File: config.mk
export PLATFORM = sky130hd
export DESIGN_NAME = sar_sequencer
export DESIGN_NICKNAME = d
export VERILOG_FILES = /design/src/rtl/sar_seq_pkg.sv /design/src/rtl/sar_prescaler.sv /design/src/rtl/sar_search.sv /design/src/rtl/sar_regs.sv /design/src/rtl/sar_fsm.sv /design/src/rtl/sar_sequencer.sv
export SDC_FILE = /design/constraint.sdc
export NUM_CORES = 1
export LEC_CHECK = 0
export ABC_AREA = 1
export BUFFER_PORTS_ARGS = -buffer_cell sky130_fd_sc_hd__buf_2
export CAP_MARGIN = 10
export CELL_PAD_IN_SITES_DETAIL_PLACEMENT = 0
export CELL_PAD_IN_SITES_GLOBAL_PLACEMENT = 1
export CORE_MARGIN = 2
export CORE_UTILIZATION = 41
export DETAILED_ROUTE_END_ITERATION = 12
export PLACE_DENSITY = 0.87
export SYNTH_ARGS = -nofsm -noshare
export SYNTH_HDL_FRONTEND = slang
export SYNTH_SLANG_ARGS = --single-unit
File: constraint.sdc
create_clock -name clk -period 3.4 [get_ports clk]
set_clock_uncertainty 0.1 [all_clocks]
set_input_delay 0.17 -clock clk [delete_from_list [all_inputs] [get_ports clk]]
set_output_delay 0.17 -clock clk [all_outputs]
set_load 0.02 [all_outputs]
File: src/rtl/sar_seq_pkg.sv
package sar_seq_pkg;

  typedef enum logic [1:0] {
    ST_IDLE = 2'd0,
    ST_CAL  = 2'd1,
    ST_CONV = 2'd2
  } seq_state_e;

  // Divider exponent: codes 0 and 1 both give divide-by-2.
  function automatic int unsigned div_shift(input int unsigned code);
    return (code == 0) ? 1 : code;
  endfunction

endpackage

File: src/rtl/sar_prescaler.sv
module sar_prescaler #(
  parameter int SEL_W = 3,
  parameter int CNT_W = (1 << SEL_W) - 1
) (
  input  logic             clk,
  input  logic             rst,
  input  logic             run_i,
  input  logic [SEL_W-1:0] sel_i,
  output logic             rise_o,
  output logic             fall_o
);
  import sar_seq_pkg::*;

  logic [CNT_W-1:0] cnt_q;
  logic [CNT_W-1:0] top_c;
  logic [CNT_W-1:0] half_c;
  int unsigned      sh;

  always_comb begin
    sh     = div_shift(int'(sel_i));
    top_c  = CNT_W'((1 << sh) - 1);
    half_c = CNT_W'((1 << (sh - 1)) - 1);
  end

  assign rise_o = run_i && (cnt_q >= top_c);
  assign fall_o = run_i && (cnt_q == half_c);

  always_ff @(posedge clk) begin
    if (rst || !run_i) begin
      cnt_q <= '0;
    end else if (cnt_q >= top_c) begin
      cnt_q <= '0;
    end else begin
      cnt_q <= cnt_q + 1'b1;
    end
  end

  // a conversion-clock rising edge never repeats on consecutive cycles
  a_r1_rise_spacing: assert property (@(posedge clk) disable iff (rst)
    rise_o |=> !rise_o);

  // counter released from zero only while running
  a_r2_held_when_off: assert property (@(posedge clk) disable iff (rst)
    !run_i |=> !rise_o && (cnt_q == '0));

endmodule

File: src/rtl/sar_search.sv
module sar_search #(
  parameter int BITS = 10
) (
  input  logic            clk,
  input  logic            rst,
  input  logic            clr_i,
  input  logic            init_i,
  input  logic            step_i,
  input  logic            cmp_i,
  output logic [BITS-1:0] trial_o,
  output logic [BITS-1:0] final_o
);
  localparam logic [BITS-1:0] MSB_ONE = {1'b1, {(BITS-1){1'b0}}};

  logic [BITS-1:0] trial_q;
  logic [BITS-1:0] mask_q;
  logic [BITS-1:0] kept;

  // keep the bit under test when the input is at or above the trial code
  assign kept    = cmp_i ? trial_q : (trial_q & ~mask_q);
  assign final_o = kept;
  assign trial_o = trial_q;

  always_ff @(posedge clk) begin
    if (rst || clr_i) begin
      trial_q <= '0;
      mask_q  <= '0;
    end else if (init_i) begin
      trial_q <= MSB_ONE;
      mask_q  <= MSB_ONE;
    end else if (step_i) begin
      trial_q <= kept | (mask_q >> 1);
      mask_q  <= mask_q >> 1;
    end
  end

  // exactly one bit under test at a time
  a_r7_mask_onehot: assert property (@(posedge clk) disable iff (rst)
    $onehot0(mask_q));

  // the sequencer never steps past bit 0
  a_r7_step_in_range: assert property (@(posedge clk) disable iff (rst)
    step_i |-> (mask_q != '0));

endmodule

File: src/rtl/sar_regs.sv
module sar_regs #(
  parameter int SEL_W = 3,
  parameter int CH_W  = 4
) (
  input  logic             clk,
  input  logic             rst,
  input  logic             ctrl_we_i,
  input  logic             wr_en_i,
  input  logic             wr_fr_i,
  input  logic             wr_dclr_i,
  input  logic             wr_ie_i,
  input  logic [SEL_W-1:0] wr_ps_i,
  input  logic             chan_we_i,
  input  logic [CH_W-1:0]  chan_wdata_i,
  input  logic             done_set_i,
  input  logic             irq_ack_i,
  output logic             en_o,
  output logic             fr_o,
  output logic [SEL_W-1:0] ps_o,
  output logic [CH_W-1:0]  chan_o,
  output logic             done_o,
  output logic             irq_o
);
  logic ie_q;

  always_ff @(posedge clk) begin
    if (rst) begin
      en_o   <= 1'b0;
      fr_o   <= 1'b0;
      ie_q   <= 1'b0;
      ps_o   <= '0;
      chan_o <= '0;
      done_o <= 1'b0;
    end else begin
      if (ctrl_we_i) begin
        en_o <= wr_en_i;
        fr_o <= wr_fr_i;
        ie_q <= wr_ie_i;
        ps_o <= wr_ps_i;
      end
      if (chan_we_i) chan_o <= chan_wdata_i;
      if (done_set_i) begin
        done_o <= 1'b1;
      end else if (irq_ack_i || (ctrl_we_i && wr_dclr_i)) begin
        done_o <= 1'b0;
      end
    end
  end

  assign irq_o = done_o & ie_q;

  // completion always leaves the flag set
  a_r7_done_on_complete: assert property (@(posedge clk) disable iff (rst)
    done_set_i |=> done_o);

  // acknowledge clears the flag unless a new completion arrives
  a_r11_ack_clears: assert property (@(posedge clk) disable iff (rst)
    (irq_ack_i && !done_set_i) |=> !done_o);

endmodule

File: src/rtl/sar_fsm.sv
module sar_fsm #(
  parameter int BITS     = 10,
  parameter int CAL_CYC  = 25,
  parameter int CH_W     = 4,
  parameter int CHANNELS = 12
) (
  input  logic            clk,
  input  logic            rst,
  input  logic            en_i,
  input  logic            fr_i,
  input  logic [CH_W-1:0] chan_i,
  input  logic            start_wr_i,
  input  logic            rise_i,
  input  logic            fall_i,
  input  logic [BITS-1:0] final_i,
  output logic            busy_o,
  output logic            strobe_o,
  output logic [CH_W-1:0] sel_o,
  output logic            init_o,
  output logic            step_o,
  output logic            clr_o,
  output logic            complete_o,
  output logic [BITS-1:0] result_o,
  output logic            valid_o
);
  import sar_seq_pkg::*;

  localparam int NORM_CYC = BITS + 2;
  localparam int PH_W     = $clog2(CAL_CYC + 1);

  seq_state_e      state;
  logic [PH_W-1:0] ph;
  logic            sb;
  logic            cal_req;
  logic            go;
  logic            cal_last;
  logic            norm_last;
  logic            latch_ch;
  logic [CH_W-1:0] chan_dec;

  assign go        = rise_i && (state == ST_IDLE) && sb;
  assign cal_last  = rise_i && (state == ST_CAL) && (ph == PH_W'(CAL_CYC - 1));
  assign norm_last = rise_i && (state == ST_CONV) && (ph == PH_W'(NORM_CYC - 1));
  assign init_o    = rise_i && (state == ST_CONV) && (ph == PH_W'(1));
  assign step_o    = rise_i && (state == ST_CONV) && (ph >= PH_W'(2));
  assign clr_o     = !en_i;
  assign complete_o = norm_last;

  // channel is sampled only where a measured conversion begins
  assign latch_ch = (go && !cal_req) || cal_last || (norm_last && fr_i);
  assign chan_dec = (chan_i >= CH_W'(CHANNELS)) ? '0 : chan_i;

  always_ff @(posedge clk) begin
    if (rst) begin
      state    <= ST_IDLE;
      ph       <= '0;
      sb       <= 1'b0;
      cal_req  <= 1'b1;
      strobe_o <= 1'b0;
      valid_o  <= 1'b0;
      result_o <= '0;
      sel_o    <= '0;
    end else begin
      strobe_o <= en_i && fall_i && (state == ST_CONV) && (ph == PH_W'(1));
      valid_o  <= norm_last;
      if (latch_ch) sel_o <= chan_dec;
      if (!en_i) begin
        state   <= ST_IDLE;
        ph      <= '0;
        sb      <= 1'b0;
        cal_req <= 1'b1;
      end else begin
        case (state)
          ST_IDLE: begin
            if (go) begin
              ph <= '0;
              if (cal_req) begin
                state   <= ST_CAL;
                cal_req <= 1'b0;
              end else begin
                state <= ST_CONV;
              end
            end
          end
          ST_CAL: begin
            if (rise_i) begin
              if (cal_last) begin
                state <= ST_CONV;
                ph    <= '0;
              end else begin
                ph <= ph + 1'b1;
              end
            end
          end
          ST_CONV: begin
            if (rise_i) begin
              if (norm_last) begin
                result_o <= final_i;
                ph       <= '0;
                if (!fr_i) begin
                  state <= ST_IDLE;
                  sb    <= 1'b0;
                end
              end else begin
                ph <= ph + 1'b1;
              end
            end
          end
          default: state <= ST_IDLE;
        endcase
      end
      if (start_wr_i) sb <= 1'b1;
    end
  end

  assign busy_o = sb;

  // start bit stays up for the whole calibration and conversion
  a_r6_busy_while_active: assert property (@(posedge clk) disable iff (rst)
    (state != ST_IDLE) |-> sb);

  // dropping enable returns to idle without a result
  a_r10_abort_idle: assert property (@(posedge clk) disable iff (rst)
    !en_i |=> (state == ST_IDLE) && !valid_o);

  // single-mode completion clears the start bit
  a_r7_single_clears: assert property (@(posedge clk) disable iff (rst)
    (norm_last && !fr_i && !start_wr_i) |=> !sb);

  // the sample strobe falls inside the second cycle of a measured conversion
  a_r5_strobe_place: assert property (@(posedge clk) disable iff (rst)
    strobe_o |-> (state == ST_CONV) && (ph == PH_W'(1)));

  // completion is a single-cycle pulse
  a_r4_valid_pulse: assert property (@(posedge clk) disable iff (rst)
    valid_o |=> !valid_o);

  // the selected input is always a real input
  a_r9_sel_range: assert property (@(posedge clk) disable iff (rst)
    sel_o < CH_W'(CHANNELS));

endmodule

File: src/rtl/sar_sequencer.sv
module sar_sequencer #(
  parameter int BITS     = 10,
  parameter int CAL_CYC  = 25,
  parameter int SEL_W    = 3,
  parameter int CH_W     = 4,
  parameter int CHANNELS = 12
) (
  input  logic            clk,
  input  logic            rst,
  input  logic            ctrl_we,
  input  logic            ctrl_enable,
  input  logic            ctrl_start,
  input  logic            ctrl_freerun,
  input  logic            ctrl_done_clr,
  input  logic            ctrl_irq_en,
  input  logic [SEL_W-1:0] ctrl_prescale,
  input  logic            chan_we,
  input  logic [CH_W-1:0] chan_wdata,
  input  logic            irq_ack,
  input  logic            cmp_in,
  output logic            busy,
  output logic            done_flag,
  output logic            irq,
  output logic            sh_strobe,
  output logic [CH_W-1:0] mux_sel,
  output logic [BITS-1:0] trial_code,
  output logic [BITS-1:0] result,
  output logic            result_valid
);
  logic             en_q;
  logic             fr_q;
  logic [SEL_W-1:0] ps_q;
  logic [CH_W-1:0]  chan_q;
  logic             rise;
  logic             fall;
  logic             init;
  logic             step;
  logic             clr;
  logic             complete;
  logic             start_wr;
  logic [BITS-1:0]  final_code;

  assign start_wr = ctrl_we && ctrl_start && ctrl_enable;

  sar_regs #(.SEL_W(SEL_W), .CH_W(CH_W)) regs_i (
    .clk         (clk),
    .rst         (rst),
    .ctrl_we_i   (ctrl_we),
    .wr_en_i     (ctrl_enable),
    .wr_fr_i     (ctrl_freerun),
    .wr_dclr_i   (ctrl_done_clr),
    .wr_ie_i     (ctrl_irq_en),
    .wr_ps_i     (ctrl_prescale),
    .chan_we_i   (chan_we),
    .chan_wdata_i(chan_wdata),
    .done_set_i  (complete),
    .irq_ack_i   (irq_ack),
    .en_o        (en_q),
    .fr_o        (fr_q),
    .ps_o        (ps_q),
    .chan_o      (chan_q),
    .done_o      (done_flag),
    .irq_o       (irq)
  );

  sar_prescaler #(.SEL_W(SEL_W)) div_i (
    .clk   (clk),
    .rst   (rst),
    .run_i (en_q),
    .sel_i (ps_q),
    .rise_o(rise),
    .fall_o(fall)
  );

  sar_fsm #(
    .BITS(BITS), .CAL_CYC(CAL_CYC), .CH_W(CH_W), .CHANNELS(CHANNELS)
  ) fsm_i (
    .clk       (clk),
    .rst       (rst),
    .en_i      (en_q),
    .fr_i      (fr_q),
    .chan_i    (chan_q),
    .start_wr_i(start_wr),
    .rise_i    (rise),
    .fall_i    (fall),
    .final_i   (final_code),
    .busy_o    (busy),
    .strobe_o  (sh_strobe),
    .sel_o     (mux_sel),
    .init_o    (init),
    .step_o    (step),
    .clr_o     (clr),
    .complete_o(complete),
    .result_o  (result),
    .valid_o   (result_valid)
  );

  sar_search #(.BITS(BITS)) srch_i (
    .clk    (clk),
    .rst    (rst),
    .clr_i  (clr),
    .init_i (init),
    .step_i (step),
    .cmp_i  (cmp_in),
    .trial_o(trial_code),
    .final_o(final_code)
  );

endmodule

# Yosys cells after proc, flatten, opt, wreduce, memory -nomap -nowiden
# Index checks and enable logic that the tools add are counted.
# Widths: inputs -> output; s select.
dict set report word_totals {
  ff_bits 63
  in_bits 18
  output_inout_bits 29
}
dict set report classes {
  n_addsub 5
  magnitude_cmp 3
  n_eq_ne 16
  shift 2
  n_mux 29
  n_bitwise 5
  reduce_logical 37
}
# operator n
set op_table {}
lappend op_table {{$shl 1x32->7 const A} 2}
lappend op_table {{$mux 10} 5}
lappend op_table {{$sub 32x1->32 const B} 1}
lappend op_table {{$mux 5} 5}
lappend op_table {{$logic_and 1x1->1} 18}
lappend op_table {{$pmux 5 s3} 1}
lappend op_table {{$mux 2} 7}
lappend op_table {{$sub 7x2->7 const B} 2}
lappend op_table {{$reduce_and 4->1} 3}
lappend op_table {{$and 10x10->10} 1}
lappend op_table {{$ne 2x1->1 const B} 5}
lappend op_table {{$not 10->10} 1}
lappend op_table {{$or 10x9->10} 1}
lappend op_table {{$ne 3x1->1 const B} 3}
lappend op_table {{$mux 1} 8}
lappend op_table {{$add 7x1->7 const B} 1}
lappend op_table {{$eq 7x7->1} 1}
lappend op_table {{$ge 7x7->1} 1}
lappend op_table {{$pmux 2 s3} 1}
lappend op_table {{$reduce_and 6->1} 1}
lappend op_table {{$reduce_or 2->1} 3}
lappend op_table {{$add 5x1->5 const B} 1}
lappend op_table {{$eq 5x1->1 const B} 1}
lappend op_table {{$eq 5x4->1 const B} 1}
lappend op_table {{18 further kinds} 23}

# Longest topological paths before layout
dict set report depth {
  ltp_word 13
  mapped_depth 19
  depth_no_buf 18
}

# Modules after synthesis
# Synthesis repeated with hierarchy kept, for this count alone.
dict set report hier_totals {
  hier_cells 514
  hier_area_um2 3601.0
}
# mod n_inst cells_per_inst area_per_inst_um2
set modules_own_cells {}
lappend modules_own_cells {sar_fsm 1 187 1322.5}
lappend modules_own_cells {sar_prescaler 1 154 968.4}
lappend modules_own_cells {sar_search 1 118 859.6}
lappend modules_own_cells {sar_regs 1 52 436.7}
lappend modules_own_cells {sar_sequencer 1 3 13.8}

# Worst setup path after synthesis
# OpenSTA, ideal clock, no wires.
dict set report synth_timing {
  kind {reg2reg}
  start {reg regs_i.ps_o[1]}
  end {reg srch_i.trial_q[0], in the netlist srch_i.trial_o[0]}
  setup_time_ps 122
  t_arrival_ps 2496
  required_time_ps 3178
  setup_slack_ps 683
  stages_incl_launch_ff 18
  path_buffers 1
  period_less_slack_ps 2717
  cell_sequence {dfxtp_1 > inv_2 > a21oi_4 > ha_1 > nand2_1 > ha_1 > xor2_1 > ha_1 > nand2_1 > nor2_1 > nand3_1 > nand3_2 > nand2_4 > nor2_4 > o21ai_2 > buf_4 > o21ai_0 > a21oi_1}
}
dict set report synth_via {
  elab_chain_len 9
}
# element line_no
set synth_rtl {}
lappend synth_rtl {{start: declaration} sar_regs.sv:19} ;# output logic [SEL_W-1:0] ps_o,
lappend synth_rtl {{start signal: assignment} sar_regs.sv:39} ;# ps_o <= wr_ps_i;
lappend synth_rtl {{$logic_not 3->1} sar_seq_pkg.sv:11} ;# return (code == 0) ? 1 : code;
lappend synth_rtl {{$mux 3 (*)} sar_seq_pkg.sv:11}
lappend synth_rtl {{$shl 1x32->7 (*)} sar_prescaler.sv:21} ;# top_c = CNT_W'((1 << sh) - 1);
lappend synth_rtl {{$sub 7x2->7 (*)} sar_prescaler.sv:21}
lappend synth_rtl {{$ge 7x7->1 (*)} sar_prescaler.sv:25} ;# assign rise_o = run_i && (cnt_q >= top_c);
lappend synth_rtl {{$logic_and 1x1->1 (*)} sar_prescaler.sv:25}
lappend synth_rtl {{$logic_and 1x1->1 (*)} {sar_fsm.sv:44, sar_fsm.sv:45}}
lappend synth_rtl {{$logic_and 1x1->1} sar_fsm.sv:44} ;# assign init_o = rise_i && (state == ST_CONV) && (ph == PH_W'(1));
lappend synth_rtl {{$reduce_or 2->1 (no source line)} n/a}
lappend synth_rtl {{end signal: assignment} sar_search.sv:32} ;# trial_q <= kept | (mask_q >> 1);
lappend synth_rtl {{end: declaration} sar_search.sv:15} ;# logic [BITS-1:0] trial_q;
# Mark *: on every way between the ends. The rest lies on a longest branch, timed or not.
# A chain may end at the register's enable or synchronous reset.

# Final worst setup path
dict set report layout_timing {
  start {reg regs_i.ps_o[2]}
  end {reg fsm_i.result_o[2]}
}
dict set report layout_via {
  elab_chain_len 9
}
# element line_no
set layout_rtl {}
lappend layout_rtl {{$logic_not 3->1} sar_seq_pkg.sv:11}
lappend layout_rtl {{$mux 3 (*)} sar_seq_pkg.sv:11}
lappend layout_rtl {{$shl 1x32->7 (*)} sar_prescaler.sv:21}
lappend layout_rtl {{$sub 7x2->7 (*)} sar_prescaler.sv:21}
lappend layout_rtl {{$ge 7x7->1 (*)} sar_prescaler.sv:25}
lappend layout_rtl {{$logic_and 1x1->1 (*)} sar_prescaler.sv:25}
lappend layout_rtl {{$logic_and 1x1->1 (2 in a row)} sar_fsm.sv:43} ;# assign norm_last = rise_i && (state == ST_CONV) && (ph == PH_W'(NORM_CYC - 1));
lappend layout_rtl {{$reduce_and 4->1 (no source line) (*)} n/a}
lappend layout_rtl {{end signal: assignment} sar_fsm.sv:98} ;# result_o <= final_i;
lappend layout_rtl {{end: declaration} sar_fsm.sv:23} ;# output logic [BITS-1:0] result_o,
# Marks and branches as above.

==> impl.org <==
** Setup path
- The cell that appears most often on the critical path is ha_1.
- Kind of start point of the critical path :: flip-flop
- STA classifies the critical path endpoint as a flip-flop.
- Critical Path Slowest Stage Cell :: dfxtp_1
- Grouping stages by cell kind, the critical path spends the most delay in simple AND/OR/NAND/NOR gates.
- Logic depth of the worst path, buffers included :: 16
- Worst path max stage delay :: between 0.3 and 0.4 ns
- Combined buffer and inverter count along the critical path :: 2
- The signal on the critical path passes through inv_2, a21oi_4, ha_1, nand2_1, ha_1, xor2_1, ha_1, nand2_1, nor2_1, nand3_1, nand3_2, nand2_4, nor3_4, inv_1, a21oi_1, nor2_1.
- CP Data Required Time :: 3.54 ns
- For the worst setup path, the data arrival time is 3.21 ns.
- Of all nets on the critical path, the largest fanout is 12.
- Kind of critical path :: reg -> reg
- Worst Reg2Reg Path Length in Cells :: 16

** Global routing
- For this run, the total global-route usage over all layers was measured as 18.3%.
- Maximum number of pins on one net before global-route repair :: 25
- Layer with the highest usage after global routing :: met2
- Vias in the first global route :: 2803
- In the global route stage, met1 resource usage came out at 22.9%.
- Initial antenna violation count :: 0
- Overflow after GRT :: 0
- Global-route wire length before repair :: 12600 um
- Global routing used 30.5% of the available met2 tracks.
- For this run, global-route usage on met3 was measured as 4.96%.

** Outcome
- The flow ran to the end, and the final reports show no timing, DRC or antenna violations.

** Placed design
- Total placed cells including tap cells :: about 580
- Detailed placement HPWL :: around 5500 um
- In this run the tool buffered the top-level ports with 46 buffer cells.
- At the end of routability-driven placement, the weighted congestion stood at 0.807.

** Final layout
- Core occupancy in the finished layout :: between 50% and 60%
- Antenna diodes :: 0
- Share of post-route cells with drive strength above 1 :: 17.6%
- Layout Area Growth over Synthesis :: 19.8%
- Net count of the finished layout :: 536
- The library cell used most frequently in the layout, excluding fill and tap cells, is nand2_1.
- Non-filler cells, final :: 602
- Leaving out fill and tap cells, the most frequent cells in the layout are nand2_1, dfxtp_1, buf_2, inv_1, nor2_1.

** STA
- Ratio of final minimum period to clock period :: 90.2%
- Setup violations remaining at the end of the flow were counted as 0.
- The total count of max-transition violations in the final report came to 0.
- Derived from the worst setup path, the maximum achievable clock frequency is 0.326 GHz.
- Counting I/O delays and the setup requirement, the final critical path takes 3.07 ns.
- Setup total negative slack on the finished layout was measured at 0 ns.
- Final hold violation count :: 0
- Worst-case headroom to the max-slew limit :: 53.6%
- Worst Max-Slew Pin Slew :: 0.695 ns
- Unrepaired setup endpoints after global routing :: true

** Die
- The region available for standard cell placement spans just under 0.008 sq mm.
- Top-Level Pins :: 47
- Die width :: 92.9 um
- Die height :: 92.9 um
- Area of the die :: ~0.0086 sq mm
- Row count :: 32
- Starting utilization of the core area :: a little over two fifths

** Yosys
- Post-synthesis area per instance :: 7.44 sq um
- When the netlist entered floorplanning its net count stood at between 400 and 500.
- Distinct cell type count after synthesis :: 33
- Counting every instance in the synthesized netlist gives 435.
- The synthesized netlist devotes 4.06% of its cell area to XOR and XNOR gates.
- Register area share after synthesis :: 38.9%
- Fraction of synthesized area in multiplexers :: 0%
- Post-synthesis share of cell area spent on and, or, nand and nor gates :: 26.6%
- Synth warn :: 0
- The mapped netlist covers 0.00324 sq mm.
- Post-synthesis adder-cell area fraction :: approximately 8.9%
- The synthesized netlist devotes around 14% of its cell area to compound gates.
- Counting flops and latches in the post-synthesis netlist gives 63.
- After synthesis, the largest family of logic cells by area is simple AND/OR/NAND/NOR gates.

** Power
- For this design the static power due to leakage is ~1.8 nW.
- In this run the power density over the cells is 430 mW/mm^2.
- The worst-case IR drop observed on VDD is 0.270 mV.

** Clocking
- Counting along the longest clock path gives a buffer depth of 2.
- Clk Tree Root Cell :: clkbuf_8
- The clock net in this run drives a total of 63 sinks.
- The clock tree synthesis step divided the H-tree into 3 levels.
- After clock tree synthesis, the clock-pin slew on the worst setup and hold paths is roughly 0.08 ns.
- In this run, CTS created clock tree buffers numbering 9.
- The clock reaches the later pin of the worst-skew pair after 0.34 ns.
- TritonCTS built the clock tree.

** Detailed routing
- Total Routed Length :: 7510 um
- Number of iterations in the first detailed-routing pass :: 4
- Count of antenna-violating nets left after detailed routing :: 0
- Drc violations :: 0
- Via count :: 2947
- In the final routed layout, each cell accounts on average for 12.5 um.
- Detailed router's first-iteration violation count :: 90
- Using the TritonRoute via totals, the vias-per-cell ratio works out to 4.90.

** Min path
- Worst Hold Class :: in -> reg
- Hold Path Stages :: 3

** Flow run
- Max-cap violations :: 0
## through the flow
step                      hold WS [ns]  setup slack, ns  area (sq um)  power, mW
final                           0.0221            0.334          3880       1.67
after global routing            0.0203          -0.0150          3880       1.74
after CTS                      0.00809            0.206          3860       1.68
after detailed placement         0.313            0.217          3550      0.927
after global placement           0.298            0.317          3550      0.923
after floorplan                  0.139            0.683          3240      0.890
## cells by family after synthesis
group                    count (synthesis)
adder cells (fa/ha/maj)                 23
flip-flops                              63
AND/OR/NAND/NOR                        193
AO/OA/AOI/OAI                           84
XOR/XNOR                                15
buffers and inverters                   57
## Yosys cell counts, drive strengths merged
cell / n / area [sq um]
nand3b: 1 / 7.51
clkinv: 1 / 3.75
xor2: 12 / 105
xnor2: 3 / 26.3
inv: 48 / 180
nor2: 49 / 206
clkbuf: 2 / 7.51
nor3b: 2 / 15.0
dfxtp: 63 / 1260
buf: 6 / 56.3
a21boi: 3 / 22.5
o21ai: 36 / 184
ha: 23 / 288
nand4: 4 / 25.0
o21bai: 1 / 7.51
a21oi: 44 / 235
nand3: 30 / 155
nor4: 1 / 6.26
or2: 3 / 18.8
nor3: 3 / 26.3
nand2: 100 / 400
## sequential cells by signal, indices dropped and copies added (netlist names), 2 cells and up
name,flops
srch_i.mask_q,10
regs_i.chan_o,4
regs_i.ps_o,3
fsm_i.state,2
fsm_i.result_o,10
fsm_i.sel_o,4
div_i.cnt_q,7
srch_i.trial_o,10
fsm_i.ph,5
## final timing paths
check / from / end / slack [ns]
min: ctrl_prescale[1] / regs_i.ps_o[1] / 0.02
max reg2reg: regs_i.ps_o[2] / fsm_i.result_o[2] / 0.33
max: regs_i.ps_o[2] / fsm_i.result_o[2] / 0.33
min reg2reg: srch_i.mask_q[9] / srch_i.mask_q[9] / 0.38
## per-layer routing
metal	vias to the layer above	wire length, um
met5	-	0
met1	1372	3430
li1	1527	-
met3	4	311
met2	44	3730
met4	0	35
## worst reg2reg max path, delay by kind of cell, from the launching register on
| kind | cells | cell delay, ns |
|---|---|---|
| AOI/OAI and AO/OA | 2 | 0.44 |
| xor gates and xnor gates | 1 | 0.16 |
| adders and majority gates | 3 | 0.71 |
| buffers and inverters | 2 | 0.36 |
| DFF | 1 | 0.38 |
| and+or+nand+nor | 8 | 0.81 |
## where the power goes
part	switching (mW)	leakage, nW	internal, mW
Clock	0.329	0.111	0.422
Combinational	0.0954	1.15	0.0662
Sequential	0.00995	0.510	0.747
Total	0.434	1.77	1.23
## cell type report
type,count,area [sq um]
Clock buffer,9,124
Clock inverter,7,103
Fill cell,797,3810
Inverter,49,184
Multi-Input combinational cell,315,1740
Sequential cell,63,1260
Tap cell,102,128
Timing Repair Buffer,57,339
## what timing repair did
action,CTS,global route
gates resized for setup,0,4
setup buffers,0,0
endpoints found under the setup margin,0,39
hold buffers,9,0
hold endpoints to repair,8,0
Note: power is estimated with default switching activity, not from simulation.
